`config.mk`:
```
export PLATFORM = sky130hd
export DESIGN_NAME = nextpc_unit
export DESIGN_NICKNAME = d
export VERILOG_FILES = /design/src/rtl/nextpc_pkg.sv /design/src/rtl/nextpc_decode.sv /design/src/rtl/nextpc_targets.sv /design/src/rtl/nextpc_select.sv /design/src/rtl/nextpc_unit.sv
export SDC_FILE = /design/constraint.sdc
export NUM_CORES = 1
export LEC_CHECK = 0
export CAP_MARGIN = 20
export CORE_MARGIN = 4
export CORE_UTILIZATION = 48
export CTS_CLUSTER_DIAMETER = 80
export DETAILED_ROUTE_END_ITERATION = 8
export PLACE_DENSITY = 0.95
export SLEW_MARGIN = 15
export SYNTH_ARGS = -nofsm -noshare
export SYNTH_HDL_FRONTEND = slang
export SYNTH_SLANG_ARGS = --single-unit
```
`constraint.sdc`:
```
create_clock -name clk -period 7.7 [get_ports clk]
set_input_delay 1.54 -clock clk [delete_from_list [all_inputs] [get_ports clk]]
set_output_delay 1.54 -clock clk [all_outputs]
set_load 0.01 [all_outputs]
```
`src/rtl/nextpc_pkg.sv`:
```
package nextpc_pkg;
  localparam int ADDR_W   = 32;
  localparam int OPC_W    = 6;
  localparam int FUNC_W   = 6;
  localparam int IMM_W    = 16;
  localparam int INDEX_W  = 26;
  localparam int REGIDX_W = 5;
  localparam int WORD_SHIFT = 2;
  localparam int REGION_W = ADDR_W - INDEX_W - WORD_SHIFT;

  localparam logic [OPC_W-1:0]  OPC_SPECIAL = 6'h00;
  localparam logic [OPC_W-1:0]  OPC_JUMP    = 6'h02;
  localparam logic [OPC_W-1:0]  OPC_JLINK   = 6'h03;
  localparam logic [OPC_W-1:0]  OPC_BR_EQ   = 6'h04;
  localparam logic [OPC_W-1:0]  OPC_BR_NE   = 6'h05;
  localparam logic [FUNC_W-1:0] FN_JREG     = 6'h08;

  typedef enum logic [1:0] {
    FLOW_SEQ,
    FLOW_BRANCH,
    FLOW_JUMP,
    FLOW_JREG
  } flow_e;

  typedef struct packed {
    flow_e flow;
    logic  cond_ne;
    logic  link;
  } flow_ctl_t;
endpackage

```
`src/rtl/nextpc_decode.sv`:
```
module nextpc_decode
  import nextpc_pkg::*;
(
  input  logic [OPC_W-1:0]  opcode,
  input  logic [FUNC_W-1:0] funct,
  output flow_ctl_t         ctl
);
  always_comb begin
    ctl = '{flow: FLOW_SEQ, cond_ne: 1'b0, link: 1'b0};
    unique case (opcode)
      OPC_BR_EQ: ctl.flow = FLOW_BRANCH;
      OPC_BR_NE: begin
        ctl.flow    = FLOW_BRANCH;
        ctl.cond_ne = 1'b1;
      end
      OPC_JUMP:  ctl.flow = FLOW_JUMP;
      OPC_JLINK: begin
        ctl.flow = FLOW_JUMP;
        ctl.link = 1'b1;
      end
      OPC_SPECIAL: begin
        if (funct == FN_JREG) ctl.flow = FLOW_JREG;
      end
      default: ctl.flow = FLOW_SEQ;
    endcase
  end
endmodule

```
`src/rtl/nextpc_targets.sv`:
```
module nextpc_targets
  import nextpc_pkg::*;
(
  input  logic [ADDR_W-1:0]  pc,
  input  logic [INDEX_W-1:0] index,
  output logic [ADDR_W-1:0]  pc_plus,
  output logic [ADDR_W-1:0]  br_target,
  output logic [ADDR_W-1:0]  jmp_target
);
  localparam int EXT_W = ADDR_W - IMM_W - WORD_SHIFT;
  localparam logic [ADDR_W-1:0] STEP = ADDR_W'(1 << WORD_SHIFT);

  logic [IMM_W-1:0]  imm;
  logic [ADDR_W-1:0] br_offset;

  assign imm       = index[IMM_W-1:0];
  assign pc_plus   = pc + STEP;
  assign br_offset = {{EXT_W{imm[IMM_W-1]}}, imm, {WORD_SHIFT{1'b0}}};
  assign br_target = pc_plus + br_offset;
  assign jmp_target = {pc_plus[ADDR_W-1 -: REGION_W], index, {WORD_SHIFT{1'b0}}};
endmodule

```
`src/rtl/nextpc_select.sv`:
```
module nextpc_select
  import nextpc_pkg::*;
(
  input  flow_ctl_t         ctl,
  input  logic              rs_eq_rt,
  input  logic [ADDR_W-1:0] pc_plus,
  input  logic [ADDR_W-1:0] br_target,
  input  logic [ADDR_W-1:0] jmp_target,
  input  logic [ADDR_W-1:0] rs_value,
  output logic [ADDR_W-1:0] next_pc
);
  logic taken;

  assign taken = ctl.cond_ne ? !rs_eq_rt : rs_eq_rt;

  always_comb begin
    unique case (ctl.flow)
      FLOW_BRANCH: next_pc = taken ? br_target : pc_plus;
      FLOW_JUMP:   next_pc = jmp_target;
      FLOW_JREG:   next_pc = rs_value;
      default:     next_pc = pc_plus;
    endcase
  end
endmodule

```
`src/rtl/nextpc_unit.sv`:
```
module nextpc_unit
  import nextpc_pkg::*;
#(
  parameter logic [31:0] RESET_VEC = 32'h0000_0000,
  parameter int          LINK_IDX  = 31
) (
  input  logic        clk,
  input  logic        rst_n,
  input  logic        inst_valid,
  output logic        inst_ready,
  input  logic [31:0] inst_word,
  input  logic [31:0] rs_value,
  input  logic        rs_eq_rt,
  output logic [31:0] pc,
  output logic [31:0] next_pc,
  output logic        link_valid,
  input  logic        link_ready,
  output logic [4:0]  link_reg,
  output logic [31:0] link_addr
);
  localparam int OPC_LSB = ADDR_W - OPC_W;

  flow_ctl_t         ctl;
  logic [ADDR_W-1:0] pc_plus;
  logic [ADDR_W-1:0] br_target;
  logic [ADDR_W-1:0] jmp_target;
  logic [ADDR_W-1:0] pc_q;
  logic              accept;

  nextpc_decode u_decode (
    .opcode (inst_word[ADDR_W-1:OPC_LSB]),
    .funct  (inst_word[FUNC_W-1:0]),
    .ctl    (ctl)
  );

  nextpc_targets u_targets (
    .pc         (pc_q),
    .index      (inst_word[INDEX_W-1:0]),
    .pc_plus    (pc_plus),
    .br_target  (br_target),
    .jmp_target (jmp_target)
  );

  nextpc_select u_select (
    .ctl        (ctl),
    .rs_eq_rt   (rs_eq_rt),
    .pc_plus    (pc_plus),
    .br_target  (br_target),
    .jmp_target (jmp_target),
    .rs_value   (rs_value),
    .next_pc    (next_pc)
  );

  // a linking jump waits until its return-address write can be taken
  assign inst_ready = !ctl.link || link_ready;
  assign accept     = inst_valid && inst_ready;
  assign link_valid = inst_valid && ctl.link;
  assign link_reg   = REGIDX_W'(LINK_IDX);
  assign link_addr  = pc_plus;

  always_ff @(posedge clk or negedge rst_n) begin
    if (!rst_n)      pc_q <= RESET_VEC;
    else if (accept) pc_q <= next_pc;
  end

  assign pc = pc_q;
endmodule

```
Word-level counts from Yosys, hierarchy flattened. Cells that the tools add are included.

Memory bits (read-only): 0. Input port bits: 69. Output and inout port bits: 103. Register bits after elaboration: 32. RAM bits: 0. Bits in latches: 0. Memories kept: 0. Logic and storage cells: 26.

Reduce and logical (&&, ||, !) cells: 8. Divide/modulo/power cells: 0. Multiply operators: 0. Magnitude comparators: 0. Bitwise logic cells: 0. Shifts and indexed selects: 0. Equal/unequal tests: 8. Multiplexer cells: 7. Add/subtract/negate cells: 2.

Operators by type and width (count): 32-bit case mux with 3 select lines (1); 32-bit by 3-bit adder with 32-bit output, second input constant (1); 32-bit adder (1); 32-bit 2-to-1 mux (1); 6-bit by 2-bit == test with 1-bit output, second input constant (2); 6-bit by 3-bit == test with 1-bit output, second input constant (2); 6-bit by 4-bit == test with 1-bit output, second input constant (1); 6-bit logical NOT (1); 2-bit case mux with 3 select lines (1); 2-bit == test, second input constant (2); 2-bit OR reduction (2); 1-bit 2-to-1 mux (3); 2-bit by 1-bit == test with 1-bit output, second input constant (1); 1-bit logical AND (2); 1-bit logical NOT (2); 2-bit 2-to-1 mux (1); 1-bit logical OR (1).

Logic depth before layout (Yosys ltp).
Depth after elaboration: 5. Depth in mapped cells: 18. Mapped depth without buffers: 17.

Hierarchy. Synthesis repeated with hierarchy kept, for this count alone.

Cell total of the unflattened synthesis: 534. Area, all modules: 5361.4 um^2.

By module, submodules not included: nextpc_targets (times used 1, area each 2611.3 um^2, seq. area each 0.0 um^2, cells an instance 372); nextpc_unit (times used 1, area each 1406.3 um^2, seq. area each 800.8 um^2, cells an instance 76); nextpc_select (times used 1, area each 1273.7 um^2, seq. area each 0.0 um^2, cells an instance 75); nextpc_decode (times used 1, area each 70.1 um^2, seq. area each 0.0 um^2, cells an instance 11).

Worst setup path after synthesis. Ideal clock, no wire load.

Path type: reg-to-output. Start: reg pc_q[2] (netlist: pc[2]). End: out next_pc[31]. Buffers on the path: 1. Slack: 2252 ps. Cell stages (with the launch flop): 19. Arrival: 3908 ps. Data required time: 6160 ps. Path through: dfrtp_1 -> ha_1 -> inv_1 -> nor3_1 -> nand2_1 -> nor2_1 -> nand3_1 -> xnor2_1 -> ha_1 -> clkbuf_1 -> a21o_1 -> a21o_1 -> a21oi_1 -> a21oi_1 -> o21ai_0 -> a41o_1 -> mux2_2 -> mux2i_1 -> nand2_1.

Cells in the longest elaborated chain, start to end: 4.

RTL lines: from (decl) (line nextpc_unit.sv:27) `logic [ADDR_W-1:0] pc_q;`; from (signal assigned) (line nextpc_unit.sv:63) `else if (accept) pc_q <= next_pc;`; 32-bit by 3-bit adder with 32-bit output (line nextpc_targets.sv:17) `assign pc_plus = pc + STEP;`; via link_addr[24] (line nextpc_unit.sv:19) `output logic [31:0] link_addr`; 32-bit adder (line nextpc_targets.sv:19) `assign br_target = pc_plus + br_offset;`; 32-bit 2-to-1 mux (line nextpc_select.sv:18) `FLOW_BRANCH: next_pc = taken ? br_target : pc_plus;`; 32-bit case mux with 3 select lines (line nextpc_select.sv:17) `unique case (ctl.flow)`; to (decl) (line nextpc_unit.sv:15) `output logic [31:0] next_pc,`.

The timed path passes the listed nets, and every way through them passes these cells.

Final worst setup path.
Start: reg pc_q[2] (netlist: pc[2]). End: out next_pc[31].

Cells in the longest elaborated chain, start to end: 4.

RTL lines (line): 32-bit by 3-bit adder with 32-bit output (*) (nextpc_targets.sv:17); 32-bit adder (nextpc_targets.sv:19); 32-bit 2-to-1 mux (nextpc_select.sv:18); 32-bit case mux with 3 select lines (*) (nextpc_select.sv:17).

Mark *: on every way between the ends. The rest lies on a longest branch, timed or not.

==> metrics.md <==
| Metric | Value |
|---|---|
| Antenna cell count | 0 |
| Total standard cell area after synthesis | about 4300 sq um |
| Worst-case hold slack | approximately 0.57 ns |
| Cell with the most instances after synthesis | nand2_1 |
| Routed WL per cell | between 20 and 25 um |
| Aggregate negative setup slack | 0 ns |
| DRC violation count after routing | 0 |
| Pin count of the biggest net entering global routing | slightly above 40 |
| Run status | finished clean |
| Starting DRC count in detailed routing | approximately 420 |
| Hold wc startpoint | pc[11] |
| Clock latency on the worst-skew pair | between 0.2 and 0.3 ns |
| RSZ-0062 raised after global routing | no |
| Cell type of the slowest stage on the worst timing path | nor3_1 |
| Clock sinks | 32 |
| RD Place Congestion | 0.974 |
| I/O pin count | 172 |
| Number of standard cells after synthesis | 574 |
| Clock buffer count from CTS | 5 |
| Synth warn | 0 |
| Post-DP HPWL | 13.1 mm |
| Largest buffer count on any clock path | 2 |
| Vias per std cell | between 6 and 7 |
| Detailed-route via count | 5281 |
| Sequential-to-total area share from yosys stat | 18.6% |
| Number of buffers inserted by hold repair at cts | 0 |
| Endpoint of the lowest-slack register-to-register path | pc[31] |
| Top area cells in the synthesized netlist | dfrtp_1, ha_1, nand2_1, xnor2_1, xor2_1 |
| Reported leakage power | ~0.0026 uW |
| Flop-to-flop setup slack | 2.94 ns |
| First-pass iteration count of the detailed router | 5 |
| Starting density of the core | between 40 and 50% |
| Count of endpoints failing hold in the final timing report | 0 |
| Required time reported for the critical path endpoint | 6.16 ns |
| Critical path start-end classification | reg -> out |
| Clock tree from TritonCTS | built |
| CP arrival | ~5.3 ns |
| Minimum period implied by the final worst setup slack | 6.88 ns |
| Number of global-route vias before repair | roughly 5300 |
| Cell type with the highest aggregate area in the netlist | dfrtp_1 |
| Unique masters post-synth | 60 |
| Share of async-settable or async-resettable flops after synthesis | 100% |
| Final layout net count | 831 |
| Total length of routed wires | between 15 and 20 mm |
| CP Max Fanout | 8 |
| Total die area | approximately 11000 sq um |
| Tightest Hold Check Type | reg -> reg |
| Number of flip-flops in the largest register | 32 |
| Width of the die | between 100 and 150 um |
| Worst clock skew | 0.0102 ns |
| #FFs+latches synth | 32 |
| Die outline height | slightly above 100 um |
| Maximum clock frequency | about 150 MHz |
| Number of enable flip-flop cells after synthesis | 0 |
| Worst path cell trace | ha_1, inv_1, nor3_1, nand2_1, nor2_1, nand3_1, xnor2_1, ha_1, a21o_1, a21o_1, a21oi_1, a21oi_1, o21ai_0, a41o_1, mux2_2, mux2i_1, nand2_1, clkdlybuf4s50_1 |
| Clock input transition at the sequential cells of the worst setup and hold paths | around 0.07 ns |
| Endpoint type of the worst setup path | output port |
| Power per unit of standard cell area | just under 300 nW/um^2 |
| Met3 global-route usage | 7.10% |
| Syn-to-layout area delta | 42.3% |
| Cts repair resizes | 0 |
| Placeable core region | slightly below 9000 sq um |
| Global Route met1 Usage | around two fifths |
| Filler Cells Inserted | ~700 |
| H-tree depth | 2 |
| Max-capacitance violation count | 0 |
| Critical path's top delay family | simple AND/OR/NAND/NOR gates |
| Initial antenna violation count | 0 |
| Gr busiest metal | met2 |
| Hold EP | pc[11] |
| Share of the cycle needed by the critical path after routing | between 80 and 90% |
| Fraction of final layout cells sized beyond drive strength 1 | approximately 5.5% |
| Reg-to-Reg Start | pc[2] |
| Overall Global Routing Usage | a little under a third |
| Slew at the pin closest to its max-slew limit | just over 1 ns |
| Most used standard cells in the synthesized netlist | nand2_1, nor2_1, a21oi_1, ha_1, o21ai_0 |
| First-pass GRT wire length | approximately 26 mm |
| Met2 demand-to-capacity share in global routing | 52.8% |
| Post-synthesis average cell area | about 7.5 sq um |
| Site row count | 34 |
| Remaining global-route overflow | 0 |
| Worst IR Drop VDD | between 0.2 and 0.25 mV |
| R2R depth | 17 |
| Max-slew headroom at the worst pin | between 30% and 40% |
| Critical path startpoint category | register |
| Finish-stage setup viols | 0 |
| Postcts setup bufs | 0 |
| I/O Buffers | roughly 170 |
| WHS Path Cells | 2 |
| Number of nets with antenna violations after routing | 0 |
| Worst path max stage delay | about 0.8 ns |
| Slew Limit Fails | 0 |
| Clock tree root buffer cell | clkbuf_8 |
| Number of buffers and inverters on the critical path | 2 |
| Most used flip-flop cell after synthesis | dfrtp_1 |
| Top cell type's share of synthesized area | roughly a fifth |
## placed cells by master (no fill, tap or decap), types with 3 or more instances in the layout
| cell type | count |
|---|---|
| a31oi_1 | 10 |
| ha_1 | 34 |
| mux2i_1 | 3 |
| nor2_1 | 42 |
| inv_1 | 12 |
| o211ai_1 | 5 |
| a21oi_1 | 38 |
| xnor2_1 | 31 |
| and2_1 | 4 |
| a221o_1 | 3 |
| o21ai_0 | 34 |
| a22oi_1 | 5 |
| a21o_1 | 21 |
| o21ai_1 | 3 |
| clkbuf_8 | 6 |
| xor2_1 | 22 |
| conb_1 | 5 |
| and4_1 | 3 |
| mux2_2 | 17 |
| nand2b_1 | 5 |
| o21a_1 | 8 |
| clkdlybuf4s50_1 | 166 |
| o31ai_1 | 5 |
| o22ai_1 | 5 |
| and3_1 | 21 |
| buf_4 | 7 |
| nor2b_1 | 3 |
| nand3_1 | 24 |
| nor3_1 | 7 |
| nand2_1 | 91 |
| a221oi_1 | 9 |
| nand4_1 | 9 |
| a22o_1 | 3 |
| dfrtp_1 | 32 |
## per-stage QoR
stage	utilization, %	cell area, sq um	worst slack, ns	cells	total power [uW]
after floorplan	-	4310	2.25	578	1050
after global placement	69.0	6020	1.20	828	1590
after detailed placement	69.0	6020	1.09	828	1620
after CTS	70.1	6110	0.863	836	1780
after global routing	70.1	6110	0.464	836	1910
final	70.1	6110	0.817	836	1790
## worst reg2reg max path, delay by kind of cell (launching register included)
kind | cells | cell delay [ns]
AO/OA/AOI/OAI | 7 | 1.19
XOR/XNOR | 1 | 0.28
adder cells (fa/ha/maj) | 2 | 0.62
buffers and inverters | 1 | 0.07
flip-flops | 1 | 0.44
multiplexers | 2 | 0.54
AND/OR/NAND/NOR | 4 | 1.48
## worst max path at each step
stage                        startpoint  slack (ns)  cells after the start     endpoint
after global routing              pc[2]        0.46                     18  next_pc[31]
final                             pc[2]        0.82                     18  next_pc[31]
after detailed placement   inst_word[4]        1.09                     12  next_pc[23]
after floorplan                   pc[2]        2.25                     18  next_pc[31]
after CTS                         pc[2]        0.86                     18  next_pc[31]
after global placement    inst_word[15]        1.20                     12  next_pc[30]
## where the power goes
| group | total (uW) | switching, uW | internal, uW |
|---|---|---|---|
| Sequential | 310 | 87.6 | 223 |
| Clock | 146 | 72.4 | 73.2 |
| Combinational | 1340 | 672 | 665 |
| Total | 1790 | 832 | 961 |
## layout make-up
cell class	count	area, sq um	share of cell area [%]
multi-input cells	503	3330	54.4
clock buffers	8	90.1	1.47
well taps	108	135	2.21
flip-flops and latches	32	801	13.1
inverters	12	45.0	0.737
repair buffers	173	1710	28.1
## routing by layer
layer	vias up	part of all wire [%]
li1	2398	-
met1	2520	39
met2	316	48
met3	47	10
met4	0	2.7
met5	-	0
## kinds of logic (layout without fill, tap and decap cells)
group	after synthesis	in the layout	share of synthesized area (%)
AND/OR/NAND/NOR	218	218	23.4
AO/OA/AOI/OAI	172	172	27.1
XOR/XNOR	53	53	10.8
buffers and inverters	43	193	4.40
adder cells (fa/ha/maj)	35	35	10.4
flip-flops	32	32	18.6
multiplexers	20	20	5.16
other	1	5	0.0873
(Power assumes the default switching activity.)
